$ cat config.mk
export PLATFORM = sky130hd
export DESIGN_NAME = qos_sram_arb
export DESIGN_NICKNAME = d
export VERILOG_FILES = /design/src/rtl/qos_sram_arb.sv
export SDC_FILE = /design/constraint.sdc
export NUM_CORES = 1
export LEC_CHECK = 0
export ABC_AREA = 1
export ABC_CLOCK_PERIOD_IN_PS = 12200
export BUFFER_PORTS_ARGS = -buffer_cell sky130_fd_sc_hd__buf_2
export CORE_UTILIZATION = 45
export DETAILED_ROUTE_END_ITERATION = 7
export PLACE_DENSITY = 0.71
export SYNTH_ARGS = -nofsm -noshare
export SYNTH_HDL_FRONTEND = slang
export SYNTH_SLANG_ARGS = --single-unit
$ cat constraint.sdc
create_clock -name clk -period 12.2 [get_ports clk]
set_clock_uncertainty 0.1 [all_clocks]
set_input_delay 0.61 -clock clk [delete_from_list [all_inputs] [get_ports clk]]
set_output_delay 0.61 -clock clk [all_outputs]
set_load 0.01 [all_outputs]
$ cat src/rtl/qos_sram_arb.sv
module qos_sram_arb #(
  parameter int NPORTS = 8,
  parameter int QW     = 2,
  parameter int AW     = 4
) (
  input  logic              clk,
  input  logic              rst_n,
  input  logic [NPORTS-1:0] req_i,
  input  logic              req7_ctrl_i,
  output logic [NPORTS-1:0] gnt_o,
  input  logic              cfg_we_i,
  input  logic [AW-1:0]     cfg_addr_i,
  input  logic [QW-1:0]     cfg_wdata_i,
  output logic [QW-1:0]     cfg_rdata_o
);
  localparam int LAST  = NPORTS - 1;
  localparam int DADDR = NPORTS;
  localparam logic [QW-1:0] QTOP = '1;
  localparam logic [QW-1:0] QMID = QTOP - 1'b1;

  logic [NPORTS-1:0][QW-1:0] qos_q;
  logic [QW-1:0]             qos_dat_q;
  logic [NPORTS-1:0][QW-1:0] eff_q;
  logic [NPORTS-1:0]         waited_q;
  logic [NPORTS-1:0]         elig;

  always_ff @(posedge clk) begin
    if (!rst_n) begin
      for (int i = 0; i < NPORTS; i++)
        qos_q[i] <= (i == 0 || i == LAST) ? QTOP : QMID;
      qos_dat_q <= QTOP;
    end else if (cfg_we_i) begin
      if (int'(cfg_addr_i) < NPORTS) qos_q[cfg_addr_i] <= cfg_wdata_i;
      else if (int'(cfg_addr_i) == DADDR) qos_dat_q <= cfg_wdata_i;
    end
  end

  always_comb begin
    eff_q = qos_q;
    if (!req7_ctrl_i) eff_q[LAST] = qos_dat_q;
  end

  always_ff @(posedge clk) begin
    if (!rst_n) waited_q <= '0;
    else        waited_q <= req_i & ~gnt_o;
  end

  for (genvar g = 0; g < NPORTS; g++) begin : g_elig
    assign elig[g] = req_i[g] & (eff_q[g][QW-1] | waited_q[g]);
  end

  always_comb begin
    logic [QW-1:0] best;
    logic          found;
    best  = '0;
    found = 1'b0;
    gnt_o = '0;
    for (int i = 0; i < NPORTS; i++) begin
      if (elig[i] && (!found || eff_q[i] > best)) begin
        found = 1'b1;
        best  = eff_q[i];
        gnt_o = '0;
        gnt_o[i] = 1'b1;
      end
    end
  end

  always_comb begin
    cfg_rdata_o = '0;
    if (int'(cfg_addr_i) < NPORTS)        cfg_rdata_o = qos_q[cfg_addr_i];
    else if (int'(cfg_addr_i) == DADDR)   cfg_rdata_o = qos_dat_q;
  end
endmodule


==> summary.txt, run 1 <==
CTS
  • Clk sinks: 26
  • Hold buffers post-CTS: 0
  • Root Buffer: clkbuf_8
  • CTS H-tree depth: 1
  • Deepest clock path buffer count: 2
  • Clock buffer count from CTS: 3
  • CTS resizes: 0
  • CTS tree: built
  • Clock Pin Slew Worst Setup and Hold Paths: 0.10 ns
  • Post-CTS Setup Inserts: 0
  • Worst skew pair latency: 0.28 ns

Worst setup path
  • Crit path max fanout: 6
  • Worst EP arrival: 8.27 ns
  • CP Launch Point: eff_q[1]
  • CP Class: reg -> out
  • Crit. End Element: output pin
  • Reg-to-Reg End: waited_q[5]
  • Most used cell, CP: nand2_1
  • Worst path slowest cell: dfxtp_1
  • Worst Reg2Reg Path Length in Cells: 63
  • Max incr delay on CP: 0.38 ns
  • Worst EP required: 11.49 ns
  • Origin of the critical flop-to-flop path: eff_q[1]
  • R2R Setup Slk: 4.13 ns
  • Startpoint Class: flop

Drt
  • Drt first pass iters: 4
  • Wirelength, routed: 4270 um
  • Via total after detailed routing: 1907
  • DR iter-0 viols: 102
  • Via density: 5.04
  • Drt wl/cell: 11.3 um
  • Antenna-violating nets left: 0
  • Number of remaining DRC errors: 0

Timing
  • Final setup viols: 0
  • Fmax: 111 MHz
  • Crit path time final: 8.98 ns
  • WHS: 0.412 ns
  • TNS Setup: 0 ns
  • Final hold vios: 0
  • RSZ-0062 raised after global routing: false
  • Final critical-path share of the clock period: 73.6%
  • Final Slew Violations: 0
  • Least-Margin Pin Slew: 0.455 ns
  • Rel. slew slack: 69.7%

Die
  • Starting Density: 47.9%
  • Die W: 68.0 um
  • Core outline area: 4090 um2
  • Die area: 4620 um2
  • Core Rows: 23
  • Boundary pin count: 28
  • Die Y: 68.0 um

Placed design
  • Port bufs: 27
  • Final GP Congestion: 0.873
  • HPWL Detailed: 3440 um

Power
  • P per Cell Area: 132 nW/um2
  • Maximum VDD drop: 55.0 uV
  • LEAKAGE: 1.18 nW

Logic synthesis
  • Post-Syn Area per Cell: 6.51 um2
  • Post-synth top cells: nand2_1 (71), inv_1 (48), dfxtp_1 (26)
  • Post-synth top area cell: dfxtp_1
  • Post-synth EDFFs: 0
  • Top cell type's share of synthesized area: 26.6%
  • Syn Std Cell Area: 1960 um2
  • Syn nets: 333
  • Top-count cell post-synth: nand2_1
  • Predominant post-synthesis flop cell: dfxtp_1
  • Ys Warns: 0
  • FFs w/ async S/R, synth: 0%
  • Sequential area share after synthesis: 26.6%
  • Cells after Synth: 301
  • Synth area leaders: dfxtp_1 (27%), nand2_1 (14%), inv_1 (9.2%)
  • Yosys cell types: 34
  • Yosys reg bits: 26

Run status
  • Outcome: finished, final reports clean

Final layout
  • FF+latch area: 520 um2
  • ANT cells: 0
  • P&R area growth vs syn: 12.9%
  • Fraction of layout cells with a size suffix above 1: 20.1%
  • Fillers: 428
  • Area of the multi-input gates: 1230 um2
  • Fin nets: 361

Min path
  • Min-Delay Endpoint: eff_q[0]
  • Hold crit path type: reg -> reg
  • HP Start: eff_q[0]
  • Hold Path Cell Cnt: 2

Global route
  • Antenna violations before repair: 0
  • Largest net degree at the start of global routing: 26
  • Tot GR Track Use: 20.7%
  • Number of global-route vias before repair: 1627
  • Global route overflow: 0
  • Global-route wire length before repair: 7260 um

Flow run
  • MaxCap Viol Count: 0
## cell usage in the layout, fill, tap and decap left out
cell type	instances
nand2_4	1
bufinv_16	1
nand3_1	25
inv_2	2
o22ai_1	2
nand3_4	1
nand2_1	71
a21oi_2	1
o21ai_0	21
o31ai_1	1
nand4_2	1
or2_1	1
nor2_1	23
a21oi_1	10
clkbuf_8	3
clkinv_2	1
nand3_2	3
o211ai_1	5
buf_2	27
o21bai_1	1
nand4_1	3
o21ai_2	4
a221oi_1	1
nand2_2	6
ha_1	14
nor2_2	12
nor3_1	3
o21a_1	1
nor3_2	1
dfxtp_1	26
and2_1	5
o21ai_4	1
or2_2	1
o2111ai_1	1
inv_1	48
## where the power goes
| group | switching, mW | internal (mW) | leakage, nW |
|---|---|---|---|
| sequential | 0.00252 | 0.0893 | 0.213 |
| combinational | 0.0784 | 0.0478 | 0.935 |
| clock | 0.0290 | 0.0440 | 0.0357 |
| total | 0.110 | 0.181 | 1.18 |
## area by class of cell
cell class | instances | area share [%]
clock buffer | 3 | 1.87
clock inverter | 1 | 1.36
inverter | 51 | 8.71
multi-input combinational | 220 | 55.6
sequential | 26 | 23.5
tap | 50 | 2.83
timing repair buffer | 27 | 6.11
## per-layer routing
layer	GRT usage [%]	wire [um]	vias to the layer above	part of all wire (%)
met1	28.4	2130	830	50
li1	-	-	1031	-
met5	0	0	-	0
met3	4.67	222	4	5.2
met2	32.7	1880	42	44
met4	4.17	39	0	0.91
## critical path: cells and delay by family, from the launching register on
family                   cells  cell delay (ns)
flip-flops                   1             0.38
buffers and inverters       15             1.18
AO/OA/AOI/OAI               10             1.62
AND/OR/NAND/NOR             31             2.83
adder cells (fa/ha/maj)      7             1.97
## through the flow
step	setup WS [ns]	total power [mW]	instance area, um2	utilization [%]	cells
2_1_floorplan	4.22	0.190	1960	-	301
3_3_place_gp	3.38	0.217	2140	52.4	374
3_5_place_dp	3.28	0.220	2140	52.4	374
4_1_cts	3.18	0.294	2210	54.1	378
5_1_grt	2.28	0.318	2210	54.1	378
6_report	3.22	0.291	2210	54.1	378
## sequential cells by signal, summed over array words and instances, names as in the netlist
register and flops:
qos_dat_q 2, qos_q 2, waited_q 8, eff_q 14
## worst max path at each step
stage	depth (start not counted)	to	slack, ns
CTS	62	gnt_o[5]	3.18
global route	63	gnt_o[5]	2.28
finish	63	gnt_o[5]	3.22
detailed placement	63	gnt_o[5]	3.28
floorplan	61	gnt_o[5]	4.22
global placement	63	gnt_o[5]	3.38
## cell families after synthesis
group	share of synthesized area (%)
AND/OR/NAND/NOR	38.3
buffers and inverters	10.7
AO/OA/AOI/OAI	15.6
flip-flops	26.6
adder cells (fa/ha/maj)	8.94
(Power assumes the default switching activity.)
==> run 2: changes to the inputs <==
--- a/config.mk
+++ b/config.mk
@@ -6,11 +6,11 @@
 export NUM_CORES = 1
 export LEC_CHECK = 0
 export ABC_AREA = 1
-export ABC_CLOCK_PERIOD_IN_PS = 12200
+export ABC_CLOCK_PERIOD_IN_PS = 7570
 export BUFFER_PORTS_ARGS = -buffer_cell sky130_fd_sc_hd__buf_2
 export CORE_UTILIZATION = 45
 export DETAILED_ROUTE_END_ITERATION = 7
-export PLACE_DENSITY = 0.71
+export PLACE_DENSITY = 0.74
 export SYNTH_ARGS = -nofsm -noshare
 export SYNTH_HDL_FRONTEND = slang
 export SYNTH_SLANG_ARGS = --single-unit
==> constraint.sdc (replaced) <==
create_clock -name clk -period 7.57 [get_ports clk]
set_clock_uncertainty 0.1 [all_clocks]
set_input_delay 0.3785 -clock clk [delete_from_list [all_inputs] [get_ports clk]]
set_output_delay 0.3785 -clock clk [all_outputs]
set_load 0.01 [all_outputs]
==> run 2 against run 1 <==
Compared with the run above:
- the flow now finishes with violations (setup timing)
- final area up 40%
- combinational power rose to 3.8 times the previous value
- die area unchanged
==> summary.txt, run 2 (synthesized netlist as in run 1, its figures left out) <==
Run status
  • Outcome: finished with violations
  • Failing checks: setup timing

CTS
  • CTS H-tree depth: 1 (unchanged)
  • Clock buffer count from CTS: 3 (unchanged)
  • Deepest clock path buffer count: 2 (unchanged)
  • Clk sinks: 26 (unchanged)
  • CTS tree: built
  • Root Buffer: clkbuf_8
  • Worst skew pair latency: 0.28 ns (about the same)
  • Clock Pin Slew Worst Setup and Hold Paths: 0.10 ns (about the same)

Final layout
  • Most common cell after layout, fill and taps aside: buf_4
  • Max reg flops: 14 (unchanged)
  • ANT cells: 0 (unchanged)
  • Fraction of layout cells with a size suffix above 1: 50.6% (+31 points)
  • Fillers: 267 (-38%)
  • P&R area growth vs syn: 58.1%
  • Fin nets: 424 (+17%)
  • Commonest non-fill, non-tap cells in the layout: buf_4 (56), nand2_1 (49), inv_1 (35)

Timing
  • Rel. slew slack: 65.1% (-4.6 points)
  • Final Slew Violations: 0 (unchanged)
  • Setup WS post-layout: -0.395 ns (-3.61 ns)
  • Least-Margin Pin Slew: 0.518 ns (+0.0635 ns)
  • Crit path time final: 7.97 ns
  • Final setup viols: 8 (+8)
  • RSZ-0062 raised after global routing: true
  • Final critical-path share of the clock period: 105%
  • Final hold vios: 0 (unchanged)
  • Fmax: 126 MHz
  • TNS Setup: -2.67 ns (-2.67 ns)

Worst setup path
  • Worst EP arrival: 7.49 ns (-0.78 ns)
  • R2R Setup Slk: 0.06 ns (-4.07 ns)
  • Max incr delay on CP: 0.37 ns (about the same)
  • Worst path slowest cell: dfxtp_4
  • Crit path max fanout: 4 (-2)
  • Crit. End Element: output pin
  • CP Class: reg -> out
  • CP Launch Point: eff_q[1]
  • Startpoint Class: flop
  • Reg-to-Reg End: waited_q[0]
  • Origin of the critical flop-to-flop path: eff_q[1]
  • Worst Reg2Reg Path Length in Cells: 64 (+1.6%)
  • Worst EP required: 7.09 ns (-4.40 ns)
  • Most used cell, CP: nand2_2

Placed design
  • HPWL Detailed: 3750 um (+9.1%)
  • Final GP Congestion: 0.836 (-4.2%)
  • Setup WS pre-CTS: -0.320 ns (-3.60 ns)
  • Port bufs: 27 (unchanged)

Drt
  • Antenna-violating nets left: 0 (unchanged)
  • Via total after detailed routing: 2466 (+29%)
  • Wirelength, routed: 7140 um (+67%)
  • Via density: 5.59 (+11%)
  • Number of remaining DRC errors: 0 (unchanged)
  • Drt wl/cell: 16.2 um (+43%)
  • DR iter-0 viols: 182 (+78%)
  • Drt first pass iters: 5 (+1)

Die
  • Die W: 68.0 um (unchanged)
  • Core outline area: 4090 um2 (unchanged)
  • Starting Density: 47.9% (unchanged)
  • Boundary pin count: 28 (unchanged)
  • Core Rows: 23 (unchanged)
  • Die Y: 68.0 um (unchanged)
  • Die area: 4620 um2 (unchanged)

Global route
  • Global route overflow: 0 (unchanged)
  • Tot GR Track Use: 26.1% (+5.4 points)
  • Largest net degree at the start of global routing: 26 (unchanged)
  • Antenna violations before repair: 0 (unchanged)
  • Number of global-route vias before repair: 2015 (+24%)
  • Global-route wire length before repair: 9020 um (+24%)

Power
  • LEAKAGE: 1.55 nW (+31%)
  • P per Cell Area: 243 nW/um2 (+85%)
  • Total power: 0.753 mW (+160%)
  • Maximum VDD drop: 105 uV (+90%)

Min path
  • Hold Path Cell Cnt: 3 (+1)
  • HP Start: req_i[4]
  • Min-Delay Endpoint: waited_q[4]
  • Hold crit path type: in -> reg

Flow run
  • MaxCap Viol Count: 0 (unchanged)
[run 2: cell count changes in the layout (fill, tap and decap cells not counted), sizes merged]
cell and change:
buf +63
[run 2: worst max-delay path by stage]
| stage | to | cells after the start |
|---|---|---|
| 2_1_floorplan | gnt_o[5] | 62 |
| 3_3_place_gp | gnt_o[5] | 63 |
| 3_5_place_dp | gnt_o[0] | 63 |
| 4_1_cts | gnt_o[5] | 65 |
| 5_1_grt | gnt_o[0] | 63 |
| 6_report | gnt_o[0] | 62 |
[run 2: area by class of cell]
cell class / instances / area, um2 / share of cell area (%)
Clock buffer: 3 / 41.3 / 1.33
Clock inverter: 1 / 30.0 / 0.969
Inverter: 51 / 196 / 6.34
Multi-Input combinational cell: 220 / 1580 / 51.1
Sequential cell: 26 / 526 / 17.0
Tap cell: 50 / 62.6 / 2.02
Timing Repair Buffer: 90 / 659 / 21.3
[run 2: power by group]
| part | switching, mW | internal (mW) | leakage [nW] |
|---|---|---|---|
| combinational | 0.238 | 0.243 | 1.30 |
| sequential | 0.00435 | 0.144 | 0.213 |
| clock | 0.0521 | 0.0710 | 0.0357 |
| total | 0.295 | 0.458 | 1.55 |
[run 2: routing by layer]
layer	global-route usage, %	share of wire (%)	up-vias
met5	0	0	-
met4	11.2	5.3	0
met3	5.50	6.6	47
met2	42.6	49	147
met1	32.8	39	1120
li1	-	-	1152
[run 2: repair_timing]
action / CTS / global route
hold buffers: 0 / 0
resized for setup: 33 / 68
pin swaps: 39 / 54
setup buffers: 24 / 9
setup endpoints to repair: 14 / 16
[run 2: metrics by stage]
step / hold WS [ns] / std cells / area (um2) / util (%)
after global routing: 0.233 / 441 / 3100 / 75.8
after CTS: 0.211 / 434 / 2740 / 67.0
after detailed placement: 0.394 / 406 / 2390 / 58.6
after global placement: 0.395 / 406 / 2390 / 58.6
after floorplan: 0.350 / 301 / 1970 / -
final: 0.219 / 441 / 3100 / 75.8
[run 2: worst max-delay path: cells and delay by family, from the launching register on]
| family | cells | cell delay (ns) |
|---|---|---|
| adders and majority gates | 7 | 1.86 |
| buffers and inverters | 12 | 0.83 |
| AOI/OAI and AO/OA | 10 | 1.01 |
| DFF | 1 | 0.37 |
| and+or+nand+nor | 33 | 3.09 |
==> run 3: changes to the inputs <==
--- a/config.mk
+++ b/config.mk
@@ -10,7 +10,7 @@
 export BUFFER_PORTS_ARGS = -buffer_cell sky130_fd_sc_hd__buf_2
 export CORE_UTILIZATION = 45
 export DETAILED_ROUTE_END_ITERATION = 7
-export PLACE_DENSITY = 0.74
+export PLACE_DENSITY = 0.69
 export SYNTH_ARGS = -nofsm -noshare
 export SYNTH_HDL_FRONTEND = slang
 export SYNTH_SLANG_ARGS = --single-unit
==> run 3 against run 2 <==
Compared with the run above:
- final cell count rose by 6.3%
- largest power group unchanged
- non-clock buffer count rose by 28
- combinational power rose by 14%
- largest cell class unchanged
- die area did not move
- the flow still finishes with violations (setup timing)
- total power rose by 9.0%
- utilization rose by 6.2 points
- critical path depth rose by 3
- via count rose by 3.0%
- clock-buffer cell count did not move
- global-route usage rose by 4.8 points
- sequential share of layout area fell by 1.3 points
- register-to-register slack got worse by 0.20 ns
==> summary.txt, run 3 (synthesized netlist as in run 1, its figures left out) <==
Worst setup path
  • Crit path max fanout: 4 (unchanged)
  • Worst EP arrival: 7.70 ns (+0.21 ns)
  • Origin of the critical flop-to-flop path: eff_q[1]
  • Most used cell, CP: nand2_2
  • Worst EP required: 7.09 ns (about the same)
  • R2R Setup Slk: -0.14 ns (-0.20 ns)
  • CP Class: reg -> out
  • Crit. End Element: output pin
  • Reg-to-Reg End: waited_q[0]
  • Worst path slowest cell: dfxtp_4
  • Worst Reg2Reg Path Length in Cells: 67 (+4.7%)
  • Startpoint Class: flop
  • Max incr delay on CP: 0.39 ns (+0.02 ns)

Drt
  • Drt wl/cell: 17.0 um (+4.9%)
  • DR iter-0 viols: 150 (-18%)
  • Via density: 5.42 (-3.1%)
  • Number of remaining DRC errors: 0 (unchanged)
  • Antenna-violating nets left: 0 (unchanged)
  • Via total after detailed routing: 2541 (+3.0%)
  • Wirelength, routed: 7960 um (+12%)
  • Drt first pass iters: 4 (-1)

Die
  • Boundary pin count: 28 (unchanged)
  • Core outline area: 4090 um2 (unchanged)
  • Die W: 68.0 um (unchanged)
  • Die Y: 68.0 um (unchanged)
  • Core Rows: 23 (unchanged)
  • Die area: 4620 um2 (unchanged)
  • Starting Density: 47.9% (unchanged)

Final layout
  • Fraction of layout cells with a size suffix above 1: 52.7% (+2.1 points)
  • Finished Layout Cells: 469 (+6.3%)
  • FF+latch area: 526 um2 (unchanged)
  • Most common cell after layout, fill and taps aside: buf_4
  • Fin area: 3350 um2 (+8.1%)
  • Commonest non-fill, non-tap cells in the layout: buf_4 (79), nand2_1 (52), inv_1 (36)
  • Max reg flops: 14 (unchanged)
  • P&R area growth vs syn: 70.9%
  • ANT cells: 0 (unchanged)
  • Fin nets: 452 (+6.6%)
  • Area of the multi-input gates: 1590 um2 (+0.16%)
  • Fillers: 221 (-17%)

Timing
  • Fmax: 122 MHz (-2.6%)
  • Crit path time final: 8.17 ns (+0.209 ns)
  • Final critical-path share of the clock period: 108% (+2.8 points)
  • Least-Margin Pin Slew: 0.554 ns (+0.0353 ns)
  • Setup WS post-layout: -0.604 ns (-0.209 ns)
  • Final hold vios: 0 (unchanged)
  • TNS Setup: -4.74 ns (-2.08 ns)
  • Final setup viols: 13 (+5)
  • Rel. slew slack: 62.7% (-2.4 points)
  • RSZ-0062 raised after global routing: true
  • Final Slew Violations: 0 (unchanged)

Placed design
  • Placed insts: 414 (+2.0%)
  • Setup WS pre-CTS: -0.423 ns (-0.103 ns)
  • HPWL Detailed: 3780 um (+0.78%)
  • Port bufs: 27 (unchanged)
  • Final GP Congestion: 0.911 (+9.0%)
  • Dpl cell area: 2450 um2 (+2.5%)

CTS
  • Clk sinks: 26 (unchanged)
  • Hold buffers post-CTS: 0 (unchanged)
  • Clock Pin Slew Worst Setup and Hold Paths: 0.11 ns (about the same)
  • CTS tree: built
  • Deepest clock path buffer count: 2 (unchanged)
  • Worst skew pair latency: 0.29 ns (about the same)
  • Clock buffer count from CTS: 3 (unchanged)
  • CTS H-tree depth: 1 (unchanged)
  • Root Buffer: clkbuf_8

Run status
  • Failing checks: setup timing
  • Outcome: finished with violations

Flow run
  • MaxCap Viol Count: 0 (unchanged)

Power
  • P per Cell Area: 245 nW/um2 (+0.84%)
  • Total power: 0.821 mW (+9.0%)
  • Maximum VDD drop: 118 uV (+13%)
  • LEAKAGE: 1.68 nW (+8.4%)

Global route
  • Antenna violations before repair: 0 (unchanged)
  • Global-route wire length before repair: 10500 um (+17%)
  • Global route overflow: 0 (unchanged)
  • Largest net degree at the start of global routing: 26 (unchanged)
  • Number of global-route vias before repair: 2259 (+12%)
  • Tot GR Track Use: 31.0% (+4.8 points)

Min path
  • Min-Delay Endpoint: waited_q[1]
  • HP Start: req_i[1]
  • Hold crit path type: in -> reg
  • Hold Path Cell Cnt: 3 (unchanged)
[run 3: layout make-up]
class,count,area share (%)
Clock buffer,3,1.23
Tap cell,50,1.87
Clock inverter,1,0.897
Sequential cell,26,15.7
Inverter,51,6.09
Multi-Input combinational cell,220,47.3
Timing Repair Buffer,118,26.9
[run 3: worst max-delay path by stage]
stage | slack, ns | endpoint | depth (start not counted) | startpoint
floorplan | 0.03 | gnt_o[5] | 62 | eff_q[1]
global placement | -0.26 | gnt_o[5] | 63 | req_i[0]
detailed placement | -0.42 | gnt_o[5] | 63 | req_i[0]
CTS | -0.25 | gnt_o[0] | 65 | eff_q[1]
global route | -1.0 | gnt_o[0] | 67 | eff_q[1]
finish | -0.60 | gnt_o[0] | 65 | eff_q[1]
[run 3: per-layer routing]
| metal | global-route usage (%) | vias up | share of wire [%] |
|---|---|---|---|
| met5 | 0 | - | 0 |
| met2 | 55.4 | 111 | 48 |
| met3 | 5.17 | 43 | 5.6 |
| met1 | 37.3 | 1175 | 41 |
| li1 | - | 1212 | - |
| met4 | 9.38 | 0 | 5.3 |
[run 3: repair_timing]
item | in CTS | in global routing
pin swaps | 50 | 55
endpoints found under the setup margin | 16 | 16
hold endpoints to repair | 0 | 0
resized for setup | 51 | 59
setup buffers | 45 | 10
[run 3: where the power goes]
part	internal (mW)	switching, mW	leakage (nW)
Clock	0.0710	0.0524	0.0357
Sequential	0.144	0.00493	0.213
Combinational	0.282	0.267	1.43
[run 3: per-stage QoR]
step | hold WS (ns) | utilization [%]
2_1_floorplan | 0.350 | -
3_3_place_gp | 0.397 | 60.0
3_5_place_dp | 0.394 | 60.0
4_1_cts | 0.219 | 74.4
5_1_grt | 0.237 | 82.0
6_report | 0.228 | 82.0
[run 3: critical path, delay by kind of cell (launching register included)]
kind	cells	cell delay (ns)
and+or+nand+nor	30	2.92
buffers and inverters	20	1.69
adders and majority gates	6	1.46
AOI/OAI and AO/OA	9	0.91
DFF	1	0.39
